==> src/rtl/ce_pkg.sv <==
package ce_pkg;

   localparam int WORD_W = 32;
   localparam int NPOLY  = 4;

   localparam logic [31:0] POLY_TAB [NPOLY] = '{32'h0000_8005, 32'h0000_1021,
                                                 32'h04C1_1DB7, 32'h1EDC_6F41};
   localparam int          POLY_W   [NPOLY] = '{16, 16, 32, 32};

   localparam logic [3:0]  KIND_CSUM = 4'd8;
   localparam logic [31:0] CTRL_MASK = 32'h0000_73BF;

   typedef struct packed {
      logic [1:0] start;
      logic       byte_mode;
      logic       out_inv;
      logic       out_rev;
      logic       in_rev;
      logic [1:0] lanes;
      logic [3:0] kind;
   } ce_ctrl_t;

   function automatic ce_ctrl_t ctrl_unpack(input logic [31:0] w);
      ce_ctrl_t c;
      c.kind      = w[3:0];
      c.lanes     = w[5:4];
      c.in_rev    = w[7];
      c.out_rev   = w[8];
      c.out_inv   = w[9];
      c.byte_mode = w[12];
      c.start     = w[14:13];
      return c;
   endfunction

   function automatic logic [31:0] ctrl_pack(input ce_ctrl_t c);
      logic [31:0] w;
      w        = '0;
      w[3:0]   = c.kind;
      w[5:4]   = c.lanes;
      w[7]     = c.in_rev;
      w[8]     = c.out_rev;
      w[9]     = c.out_inv;
      w[12]    = c.byte_mode;
      w[14:13] = c.start;
      return w;
   endfunction

   function automatic logic kind_narrow(input logic [3:0] k);
      return (k == 4'd0) || (k == 4'd1) || (k == KIND_CSUM);
   endfunction

   function automatic logic kind_valid(input logic [3:0] k);
      return (k[3:2] == 2'b00) || (k == KIND_CSUM);
   endfunction

   function automatic logic [31:0] width_mask(input logic [3:0] k);
      return kind_narrow(k) ? 32'h0000_FFFF : 32'hFFFF_FFFF;
   endfunction

endpackage

==> src/rtl/ce_lane_swizzle.sv <==
module ce_lane_swizzle #(
   parameter int WORD_W = 32
) (
   input  logic [WORD_W-1:0] in_word,
   input  logic [1:0]        lanes,
   input  logic              in_rev,
   input  logic              byte_mode,
   output logic [WORD_W-1:0] stream
);
   localparam int NBYTE = WORD_W / 8;

   logic [WORD_W-1:0] ordered;
   logic [WORD_W-1:0] reflected;

   always_comb begin
      if (byte_mode) begin
         ordered = {in_word[7:0], {(WORD_W-8){1'b0}}};
      end else begin
         case (lanes)
            2'b01:   ordered = {in_word[23:16], in_word[31:24], in_word[7:0], in_word[15:8]};
            2'b10:   ordered = {in_word[15:0], in_word[31:16]};
            2'b11:   ordered = {in_word[7:0], in_word[15:8], in_word[23:16], in_word[31:24]};
            default: ordered = in_word;
         endcase
      end
   end

   for (genvar b = 0; b < NBYTE; b++) begin : g_byte
      for (genvar i = 0; i < 8; i++) begin : g_bit
         assign reflected[8*b+i] = ordered[8*b+7-i];
      end
   end

   assign stream = in_rev ? reflected : ordered;

endmodule

==> src/rtl/ce_crc_lane.sv <==
module ce_crc_lane #(
   parameter int          WORD_W = 32,
   parameter int          W      = 32,
   parameter logic [31:0] POLY   = 32'h04C1_1DB7
) (
   input  logic [W-1:0]      ctx_in,
   input  logic [WORD_W-1:0] stream,
   input  logic              byte_mode,
   output logic [W-1:0]      ctx_out
);
   if (W != 16 && W != 32) begin : g_bad_w
      $error("ce_crc_lane: width must be 16 or 32");
   end

   always_comb begin
      logic [W-1:0] c;
      logic         fb;
      c = ctx_in;
      for (int i = 0; i < WORD_W; i++) begin
         if (!byte_mode || i < 8) begin
            fb = c[W-1] ^ stream[WORD_W-1-i];
            c  = {c[W-2:0], 1'b0} ^ (fb ? POLY[W-1:0] : {W{1'b0}});
         end
      end
      ctx_out = c;
   end

endmodule

==> src/rtl/ce_csum_fold.sv <==
module ce_csum_fold #(
   parameter int WORD_W = 32
) (
   input  logic [15:0]       acc_in,
   input  logic [WORD_W-1:0] stream,
   input  logic              byte_mode,
   output logic [15:0]       acc_out
);
   logic [15:0] hi_term;
   logic [15:0] lo_term;
   logic [17:0] raw;
   logic [16:0] fold1;
   logic [16:0] fold2;

   assign hi_term = byte_mode ? {8'h00, stream[WORD_W-1 -: 8]} : stream[WORD_W-1 -: 16];
   assign lo_term = byte_mode ? 16'h0000 : stream[15:0];
   assign raw     = {2'b00, acc_in} + {2'b00, hi_term} + {2'b00, lo_term};
   assign fold1   = {1'b0, raw[15:0]} + {15'd0, raw[17:16]};
   assign fold2   = {1'b0, fold1[15:0]} + {16'd0, fold1[16]};
   assign acc_out = fold2[15:0];

endmodule

==> src/rtl/ce_post_proc.sv <==
module ce_post_proc #(
   parameter int WORD_W = 32
) (
   input  logic [WORD_W-1:0] ctx,
   input  logic              narrow,
   input  logic              out_rev,
   input  logic              out_inv,
   output logic [WORD_W-1:0] result
);
   logic [WORD_W-1:0] rev_full;
   logic [15:0]       rev_half;
   logic [WORD_W-1:0] shaped;
   logic [WORD_W-1:0] wmask;

   for (genvar i = 0; i < WORD_W; i++) begin : g_rf
      assign rev_full[i] = ctx[WORD_W-1-i];
   end
   for (genvar i = 0; i < 16; i++) begin : g_rh
      assign rev_half[i] = ctx[15-i];
   end

   assign wmask  = narrow ? {{(WORD_W-16){1'b0}}, 16'hFFFF} : {WORD_W{1'b1}};

   always_comb begin
      if (!out_rev)     shaped = ctx;
      else if (narrow)  shaped = {{(WORD_W-16){1'b0}}, rev_half};
      else              shaped = rev_full;
   end

   assign result = (out_inv ? ~shaped : shaped) & wmask;

endmodule

==> src/rtl/crc_cksum_engine.sv <==
module crc_cksum_engine #(
   parameter int              ADDR_W    = 12,
   parameter logic [11:0]     CTRL_OFS  = 12'h400,
   parameter logic [11:0]     SEED_OFS  = 12'h410,
   parameter logic [11:0]     DIN_OFS   = 12'h414,
   parameter logic [11:0]     RES_OFS   = 12'h418,
   parameter bit              HAS_CSUM  = 1'b1
) (
   input  logic              clk,
   input  logic              rst_n,
   input  logic [ADDR_W-1:0] reg_addr,
   input  logic              reg_wr,
   input  logic [31:0]       reg_wdata,
   output logic [31:0]       reg_rdata
);
   import ce_pkg::*;

   localparam int WW = ce_pkg::WORD_W;

   if (ADDR_W < 12) begin : g_bad_addr
      $error("crc_cksum_engine: ADDR_W too small for the offsets");
   end
   if (WW != 32) begin : g_bad_word
      $error("crc_cksum_engine: word width must be 32");
   end
   if (CTRL_OFS == SEED_OFS || SEED_OFS == DIN_OFS || DIN_OFS == RES_OFS
       || CTRL_OFS == RES_OFS) begin : g_bad_map
      $error("crc_cksum_engine: register offsets collide");
   end

   ce_ctrl_t      ctrl_q;
   logic [WW-1:0] ctx_q;
   logic [WW-1:0] ctx_d;
   logic [WW-1:0] stream;
   logic [WW-1:0] crc_next [NPOLY];
   logic [15:0]   csum_next;
   logic [WW-1:0] data_next;
   logic [WW-1:0] result;
   ce_ctrl_t      ctrl_new;
   logic          wr_ctrl, wr_seed, wr_din;

   assign wr_ctrl  = reg_wr && (reg_addr == ADDR_W'(CTRL_OFS));
   assign wr_seed  = reg_wr && (reg_addr == ADDR_W'(SEED_OFS));
   assign wr_din   = reg_wr && (reg_addr == ADDR_W'(DIN_OFS));
   assign ctrl_new = ctrl_unpack(reg_wdata);

   ce_lane_swizzle #(.WORD_W(WW)) u_swz (
      .in_word   (reg_wdata),
      .lanes     (ctrl_q.lanes),
      .in_rev    (ctrl_q.in_rev),
      .byte_mode (ctrl_q.byte_mode),
      .stream    (stream)
   );

   for (genvar g = 0; g < NPOLY; g++) begin : g_poly
      localparam int LW = POLY_W[g];
      logic [LW-1:0] lane_out;
      ce_crc_lane #(.WORD_W(WW), .W(LW), .POLY(POLY_TAB[g])) u_lane (
         .ctx_in    (ctx_q[LW-1:0]),
         .stream    (stream),
         .byte_mode (ctrl_q.byte_mode),
         .ctx_out   (lane_out)
      );
      assign crc_next[g] = WW'(lane_out);
   end

   if (HAS_CSUM) begin : g_csum
      ce_csum_fold #(.WORD_W(WW)) u_csum (
         .acc_in    (ctx_q[15:0]),
         .stream    (stream),
         .byte_mode (ctrl_q.byte_mode),
         .acc_out   (csum_next)
      );
   end else begin : g_nocsum
      assign csum_next = ctx_q[15:0];
   end

   always_comb begin
      if (ctrl_q.kind[3:2] == 2'b00)
         data_next = crc_next[ctrl_q.kind[1:0]];
      else if (HAS_CSUM && ctrl_q.kind == KIND_CSUM)
         data_next = {16'h0000, csum_next};
      else
         data_next = ctx_q;
   end

   always_comb begin
      ctx_d = ctx_q;
      if (wr_ctrl) begin
         case (ctrl_new.start)
            2'b10:   ctx_d = '0;
            2'b11:   ctx_d = width_mask(ctrl_new.kind);
            default: ctx_d = ctx_q & width_mask(ctrl_new.kind);
         endcase
      end else if (wr_seed) begin
         ctx_d = reg_wdata & width_mask(ctrl_q.kind);
      end else if (wr_din) begin
         ctx_d = data_next;
      end
   end

   always_ff @(posedge clk or negedge rst_n) begin
      if (!rst_n) begin
         ctrl_q <= '0;
         ctx_q  <= '0;
      end else begin
         if (wr_ctrl) ctrl_q <= ctrl_new;
         ctx_q <= ctx_d;
      end
   end

   ce_post_proc #(.WORD_W(WW)) u_post (
      .ctx     (ctx_q),
      .narrow  (kind_narrow(ctrl_q.kind)),
      .out_rev (ctrl_q.out_rev),
      .out_inv (ctrl_q.out_inv),
      .result  (result)
   );

   always_comb begin
      if (reg_addr == ADDR_W'(CTRL_OFS))      reg_rdata = ctrl_pack(ctrl_q);
      else if (reg_addr == ADDR_W'(SEED_OFS)) reg_rdata = ctx_q;
      else if (reg_addr == ADDR_W'(RES_OFS))  reg_rdata = result;
      else                                    reg_rdata = '0;
   end


   narrow_ctx_chk: assert property (@(posedge clk) disable iff (!rst_n)
      kind_narrow(ctrl_q.kind) |-> (ctx_q[31:16] == 16'h0000));


   undef_kind_chk: assert property (@(posedge clk) disable iff (!rst_n)
      (wr_din && !kind_valid(ctrl_q.kind)) |=> $stable(ctx_q));


   init_zero_chk: assert property (@(posedge clk) disable iff (!rst_n)
      (wr_ctrl && reg_wdata[14:13] == 2'b10) |=> (ctx_q == '0));


   init_ones_chk: assert property (@(posedge clk) disable iff (!rst_n)
      (wr_ctrl && reg_wdata[14:13] == 2'b11) |=> (ctx_q == width_mask(ctrl_q.kind)));


   seed_load_chk: assert property (@(posedge clk) disable iff (!rst_n)
      wr_seed |=> (ctx_q == ($past(reg_wdata) & width_mask(ctrl_q.kind))));

endmodule

==> config.mk <==
export PLATFORM = sky130hd
export DESIGN_NAME = crc_cksum_engine
export DESIGN_NICKNAME = d
export VERILOG_FILES = /design/src/rtl/ce_pkg.sv /design/src/rtl/ce_lane_swizzle.sv /design/src/rtl/ce_crc_lane.sv /design/src/rtl/ce_csum_fold.sv /design/src/rtl/ce_post_proc.sv /design/src/rtl/crc_cksum_engine.sv
export SDC_FILE = /design/constraint.sdc
export NUM_CORES = 1
export LEC_CHECK = 0
export BUFFER_PORTS_ARGS = -buffer_cell sky130_fd_sc_hd__buf_4
export CAP_MARGIN = 20
export CORE_UTILIZATION = 40
export CTS_BUF_LIST = sky130_fd_sc_hd__clkbuf_4 sky130_fd_sc_hd__clkbuf_8
export DETAILED_ROUTE_END_ITERATION = 8
export GPL_TIMING_DRIVEN = 0
export PLACE_DENSITY_LB_ADDON = 0.3
export SYNTH_ARGS = -nofsm -noshare
export SYNTH_HDL_FRONTEND = slang
export SYNTH_SLANG_ARGS = --single-unit
==> constraint.sdc <==
create_clock -name clk -period 17.97 [get_ports clk]
set_clock_uncertainty 0.2 [all_clocks]
set_input_delay 1.797 -clock clk [delete_from_list [all_inputs] [get_ports clk]]
set_output_delay 1.797 -clock clk [all_outputs]
set_load 0.03 [all_outputs]
==> metrics.txt, run 1 <==
sequential power share 0.041; post-synthesis simple-gate area fraction 0.117; kind of cell adding the most delay to the critical path buffers and inverters; Non-Filler Instances ~2900; max-slew violation count 0; die width 211 um; static leakage 7.29 nW; Post-Syn Area 17500 um2; commonest non-fill, non-tap cell in the layout xnor2_1; grt ovf 0; status completed; Synth Area per Inst ~8 um2; Root Driver clkbuf_8; WP buf/inv 17; Total Routing Usage GR 0.389; Final TNS setup 0 ps; H-tree level count 2; power density cells 133 nW/um2; Tcrit/Tclk final 0.977; CP endpoint kind flip-flop; CTS tree done; final core utilization 0.448; placed insts 2872; reg2reg setup slack 410 ps; CP most frequent cell a21oi_1; Peak VDD IR 150 uV; P_int between 1 and 1.5 mW; MaxCap Viol Count 0; largest family of logic cells by synthesized area XOR/XNOR gates; switching share of power 0.532; Worst-Margin Slew roughly 1200 ps; xor/xnor share of the synthesized area 0.507; RSZ-0062 raised after global routing no; power share of the clock group 0.032; Ys Warns 0; post-synthesis compound-gate area fraction 0.179; largest net degree at the start of global routing 45; Sink Count 44; die height about 210 um; Vias/cell 6.13; Num CTS Buffers 5; Fill cells around 4500; Detailed Route Iter0 Violations 1796; I/O pin total between 70 and 80; Post-CTS Setup Inserts 0; drt wl/cell just over 30 um; first-pass GRT wire length 124000 um; top_reg_cell synth dfrtp_1; Final Hold Violating Endpoints 0; fin crit period 17560 ps; Core ar. 43200 um2; share of layout cells above drive strength 1 0.101; initial antenna violation count 2; switching power total 1.37 mW; Post-synth EDFFs 0; worst hold path class reg -> reg; Area growth, synth to finish 10.1%; Worst Path Required 17990 ps; row count 76; Antenna Nets Post-Route 0; Mapped Nets 2276; critical path's slowest cell clkdlybuf4s15_1; Distinct cells, synth 91; Initial Utilization 0.407; final wirelength 87700 um; Setup-failing EPs final 0; hpwl dp 70200 um; FFs w/ async S/R, synth 1.00; crit path launch type flip-flop; dpl ws 591 ps; IO Port Bufs 76; die area around 45000 um2; Worst path max stage delay 840 ps; Post-Synthesis Cells 2190; post-synthesis adder-cell area fraction 0.0291; combinational share of power 0.927; Routability Congestion ~1.0; peak fanout along the critical path 10; Worst EP arrival 17580 ps; Seq/Total Area, Yosys 0.0627; Vias about 18000; post-synthesis mux area share 0.0670; worst skew pair latency 330 ps; Crit Path Category reg -> reg; fmax around 57 MHz; # DRC 0; most frequent cells in the layout xnor2_1, xor2_1, nor2_1; vias in the first global route between 15000 and 20000; Seq cells post-synth 44; worst setup slack after layout approximately 410 ps; clock buffer depth 2; nets 2381; DRT Pass-1 Iters 5; clk slew on worst S/H paths 110 ps; relative slew slack 0.191; Hold WS 299 ps
## cell families after synthesis
group                      Yosys count
buffers and inverters              171
xor gates and xnor gates           899
and+or+nand+nor                    458
DFF                                 44
AOI/OAI and AO/OA                  492
muxes                               87
adders and majority gates           39
## area by class of cell
| type | instances | area (um2) | area share |
|---|---|---|---|
| multi-input cells | 1975 | 15800 | 0.819 |
| diodes | 3 | 7.51 | 0.000389 |
| clock buffers | 5 | 68.8 | 0.00356 |
| well taps | 585 | 732 | 0.0379 |
| inverters | 39 | 146 | 0.00758 |
| clock inverters | 3 | 42.5 | 0.00220 |
| flip-flops and latches | 44 | 1100 | 0.0570 |
| plain buffers | 132 | 553 | 0.0286 |
| repair buffers | 98 | 855 | 0.0442 |
## synth_stat cells (all sizes together) (5+ instances only)
cell type | instances | area share
o21a | 6 | 0.0026
o21bai | 25 | 0.011
or2 | 9 | 0.0032
nor2 | 170 | 0.037
o31ai | 10 | 0.0043
ha | 36 | 0.026
mux2 | 15 | 0.0096
a22oi | 15 | 0.0064
inv | 37 | 0.0079
a31oi | 8 | 0.0029
xnor2 | 617 | 0.32
buf | 38 | 0.011
o21ai | 154 | 0.046
a221o | 10 | 0.0057
nand2b | 11 | 0.0039
a211oi | 25 | 0.011
a221oi | 23 | 0.012
and2 | 17 | 0.0061
o211ai | 23 | 0.011
clkbuf | 94 | 0.020
a22o | 6 | 0.0030
xnor3 | 46 | 0.059
nor2b | 10 | 0.0036
nand2 | 155 | 0.033
nand3b | 5 | 0.0021
a21oi | 141 | 0.041
or3 | 11 | 0.0039
mux2i | 53 | 0.033
nor4 | 6 | 0.0021
mux4 | 19 | 0.024
a21o | 12 | 0.0051
xor2 | 228 | 0.12
dfrtp | 44 | 0.063
xor3 | 8 | 0.011
nor3 | 17 | 0.0048
o22ai | 5 | 0.0021
nand3 | 28 | 0.0087
## state kept, by name, indices dropped and copies added, names as in the netlist
register,flops
ctx_q,32
ctrl_q,12
## layer usage
layer | track usage | part of all wire | vias up
met5 | 0 | 0 | -
met4 | 0.224 | 0.065 | 0
met3 | 0.102 | 0.11 | 304
met2 | 0.597 | 0.43 | 1086
met1 | 0.491 | 0.39 | 8597
li1 | - | - | 7700
## worst paths after layout
kind / cells past startpoint / startpoint / end
setup / recovery: 54 / ctrl_q[9] / ctx_q[9]
hold / removal: 2 / ctrl_q[10] / ctrl_q[10]
setup reg to reg: 54 / ctrl_q[9] / ctx_q[9]
hold reg to reg: 2 / ctrl_q[10] / ctrl_q[10]
max in group asynchronous: 1 / rst_n / ctrl_q[11]
min in group asynchronous: 1 / rst_n / ctrl_q[4]
## metrics by stage
| stage | instance area (um2) | total power, mW |
|---|---|---|
| floorplan | 17500 | 2.01 |
| global placement | 18900 | 2.43 |
| detailed placement | 19200 | 2.44 |
| CTS | 19300 | 2.54 |
| global route | 19300 | 2.67 |
| finish | 19300 | 2.57 |
## worst min-delay path, delay by kind of cell, from the launching register on
kind,cells,cell delay [ps]
flops,1,370
simple gates,2,110
## power groups by stage
| stage | Sequential, mW | Combinational, mW | Clock (mW) |
|---|---|---|---|
| after global routing | 0.104 | 2.48 | 0.0857 |
| after CTS | 0.104 | 2.35 | 0.0821 |
| after global placement | 0.106 | 2.32 | 0 |
| after detailed placement | 0.106 | 2.34 | 0 |
| after floorplan | 0.105 | 1.90 | 0 |
| final | 0.104 | 2.39 | 0.0828 |
## what timing repair did
item | 4_1_cts | 5_1_grt
setup endpoints to repair | 0 | 6
gates resized for setup | 0 | 9
hold buffers | 0 | 0
hold endpoints to repair | 0 | 0
Note: power is estimated with default switching activity, not from simulation.
==> run 2: changes to the inputs <==
ABC_AREA = 1   (was not set)
CTS_CLUSTER_DIAMETER = 30   (was not set)
CTS_CLUSTER_SIZE = 16   (was not set)
==> run 2 against run 1 <==
Against the previous run:
- hold slack gained 37 ps
- wire length rose by 27%
- critical path type unchanged
- critical endpoint is now ctx_q[15]
- synthesized cell count is 61% higher
==> metrics.txt, run 2 <==
Post-synth EDFFs 0 (unchanged); Hold WS 336 ps (+36.5 ps); Setup-failing EPs final 0 (unchanged); grt ovf 0 (unchanged); Routability Congestion 1.08 (+4.1%); IO Port Bufs 78 (+2.6%); share of layout cells above drive strength 1 0.0965 (-0.00499); DRT Pass-1 Iters 6 (+1); Root Driver clkbuf_8; Detailed Route Iter0 Violations 3617 (+100%); Ys Warns 0 (unchanged); Worst-Margin Slew 1220 ps (+40.6 ps); Post-CTS Setup Inserts 0 (unchanged); vias in the first global route 22800 (+33%); most frequent cells in the layout nand2_1, xor2_1, inv_1; top_reg_cell synth dfrtp_1; Num CTS Buffers 5 (unchanged); footprint of the multi-input gates 17300 um2 (+9.5%); area share of the largest cell type after synthesis 0.206 (-0.0946); Sequential Area 1100 um2 (unchanged); final core utilization 0.442 (-0.00522); fin crit period 17240 ps (-320 ps); die height 229 um (+8.2%); PostCTS Resize Cnt 4 (+4); worst skew pair latency 330 ps (about the same); worst setup slack after layout 733 ps (+320 ps); Largest Register ctx_q; Power Total 1.68 mW (-35%); CP endpoint kind flip-flop; Synth Area per Inst 5.85 um2 (-27%); Final Hold Violating Endpoints 0 (unchanged); Post-Syn Area 20600 um2 (+17%); Fill cells 5717 (+28%); Mapped Nets 3606 (+58%); dpl ws -1260 ps (-1850 ps); Worst path max stage delay 870 ps (+30 ps); crit path launch type flip-flop; die area 52400 um2 (+17%); leading cell types by count after synthesis nand2_1, xor2_1, inv_1, o21ai_0, nand3_1; post-route cell area 22300 um2 (+16%); Worst Path Required 18020 ps (+30 ps); Area growth, synth to finish 8.47%; FFs w/ async S/R, synth 1.00 (unchanged); initial antenna violation count 6 (+4); row count 82 (+7.9%); hpwl dp 91400 um (+30%); Worst EP arrival 17290 ps (-290 ps); Total Routing Usage GR 0.413 (+0.0239); CTS tree done; max-slew violation count 0 (unchanged); drt wl/cell 25.9 um (-15%); Post-Synthesis Cells 3520 (+61%); most frequent cell after synthesis nand2_1; Antenna Nets Post-Route 0 (unchanged); I/O pin total 79 (unchanged); Yosys top cell by area xor2_1; critical path's slowest cell clkdlybuf4s15_1; commonest non-fill, non-tap cell in the layout nand2_1; clock buffer depth 2 (unchanged); Peak VDD IR 66.9 uV (-55%); max FFs per register 32 (unchanged); Seq cells post-synth 44 (unchanged); status completed; power density cells 75.4 nW/um2 (-43%); clk slew on worst S/H paths 110 ps (about the same); static leakage 10.1 nW (+38%); worst hold path class reg -> reg; fmax 58.0 MHz (+1.9%); placed inst area 22200 um2 (+16%); MaxCap Viol Count 0 (unchanged); peak fanout along the critical path 12 (+2); RSZ-0062 raised after global routing no; Crit Path Category reg -> reg; die width 229 um (+8.2%); Core ar. 50500 um2 (+17%); relative slew slack 0.186 (-0.00456); # DRC 0 (unchanged); first-pass GRT wire length 159000 um (+29%); H-tree level count 2 (unchanged); Distinct cells, synth 59 (-35%); Seq/Total Area, Yosys 0.0535 (-0.00925); final wirelength 111000 um (+27%); Synth area leaders xor2_1, nand2_1, o21ai_0, inv_1, nand3_1; CTS Hold Bufs 0 (unchanged); Initial Utilization 0.408 (+0.00126); Vias/cell 5.98 (-2.5%); largest net degree at the start of global routing 45 (unchanged); Vias 25700 (+45%); nets 3702 (+55%); CP most frequent cell nor2_1; Sink Count 44 (unchanged); Tcrit/Tclk final 0.959 (-0.0178); biggest regs ctx_q (32), ctrl_q (12)
run 2: per-layer routing:
layer	part of all wire	track usage	wire [um]
met5	0.0013	0	149
met1	0.40	0.547	44200
met3	0.12	0.0908	13800
met4	0.084	0.289	9370
met2	0.39	0.590	43800
run 2: metrics by stage:
| step | instances | setup TNS, ps |
|---|---|---|
| floorplan | 3520 | 0 |
| global placement | 4270 | -14050 |
| detailed placement | 4283 | -7320 |
| CTS | 4290 | 0 |
| global route | 4289 | 0 |
| finish | 4292 | 0 |
run 2: final cells by class:
type | instances | area share
well taps | 672 | 0.0377
multi-input cells | 2925 | 0.776
diodes | 3 | 0.000336
repair buffers | 93 | 0.0336
clock inverters | 3 | 0.00213
plain buffers | 151 | 0.0317
inverters | 396 | 0.0666
flip-flops and latches | 44 | 0.0493
clock buffers | 5 | 0.00308
run 2: critical path: cells and delay by family (launching register included):
family / cells / cell delay (ps)
AOI/OAI and AO/OA: 16 / 2290
adders and majority gates: 5 / 1300
DFF: 1 / 440
and+or+nand+nor: 29 / 3800
buffers and inverters: 28 / 8660
xor gates and xnor gates: 2 / 380
run 2: path summary, 6_finish.rpt:
path	startpoint	endpoint	slack, ps	depth (start not counted)
max	ctrl_q[9]	ctx_q[15]	730	80
min	ctrl_q[11]	ctrl_q[11]	340	2
max reg2reg	ctrl_q[9]	ctx_q[15]	730	80
min reg2reg	ctrl_q[11]	ctrl_q[11]	340	2
max in group asynchronous	rst_n	ctx_q[27]	15830	1
min in group asynchronous	rst_n	ctx_q[20]	1280	1
run 2: logic make-up (layout without fill, tap and decap cells):
group | after synthesis | after routing | share of synthesized area
muxes | 4 | 4 | 0.00207
adders and majority gates | 39 | 39 | 0.0248
buffers and inverters | 551 | 648 | 0.106
xor gates and xnor gates | 614 | 614 | 0.266
and+or+nand+nor | 1448 | 1448 | 0.318
DFF | 44 | 44 | 0.0535
AOI/OAI and AO/OA | 820 | 820 | 0.231
other | 0 | 3 | 0
run 2: report_power, final:
group / total, mW / switching (mW) / internal, mW / leakage (nW)
registers: 0.104 / 0.00289 / 0.101 / 0.484
clock network: 0.0862 / 0.0442 / 0.0421 / 0.0583
logic: 1.49 / 1.01 / 0.482 / 9.53
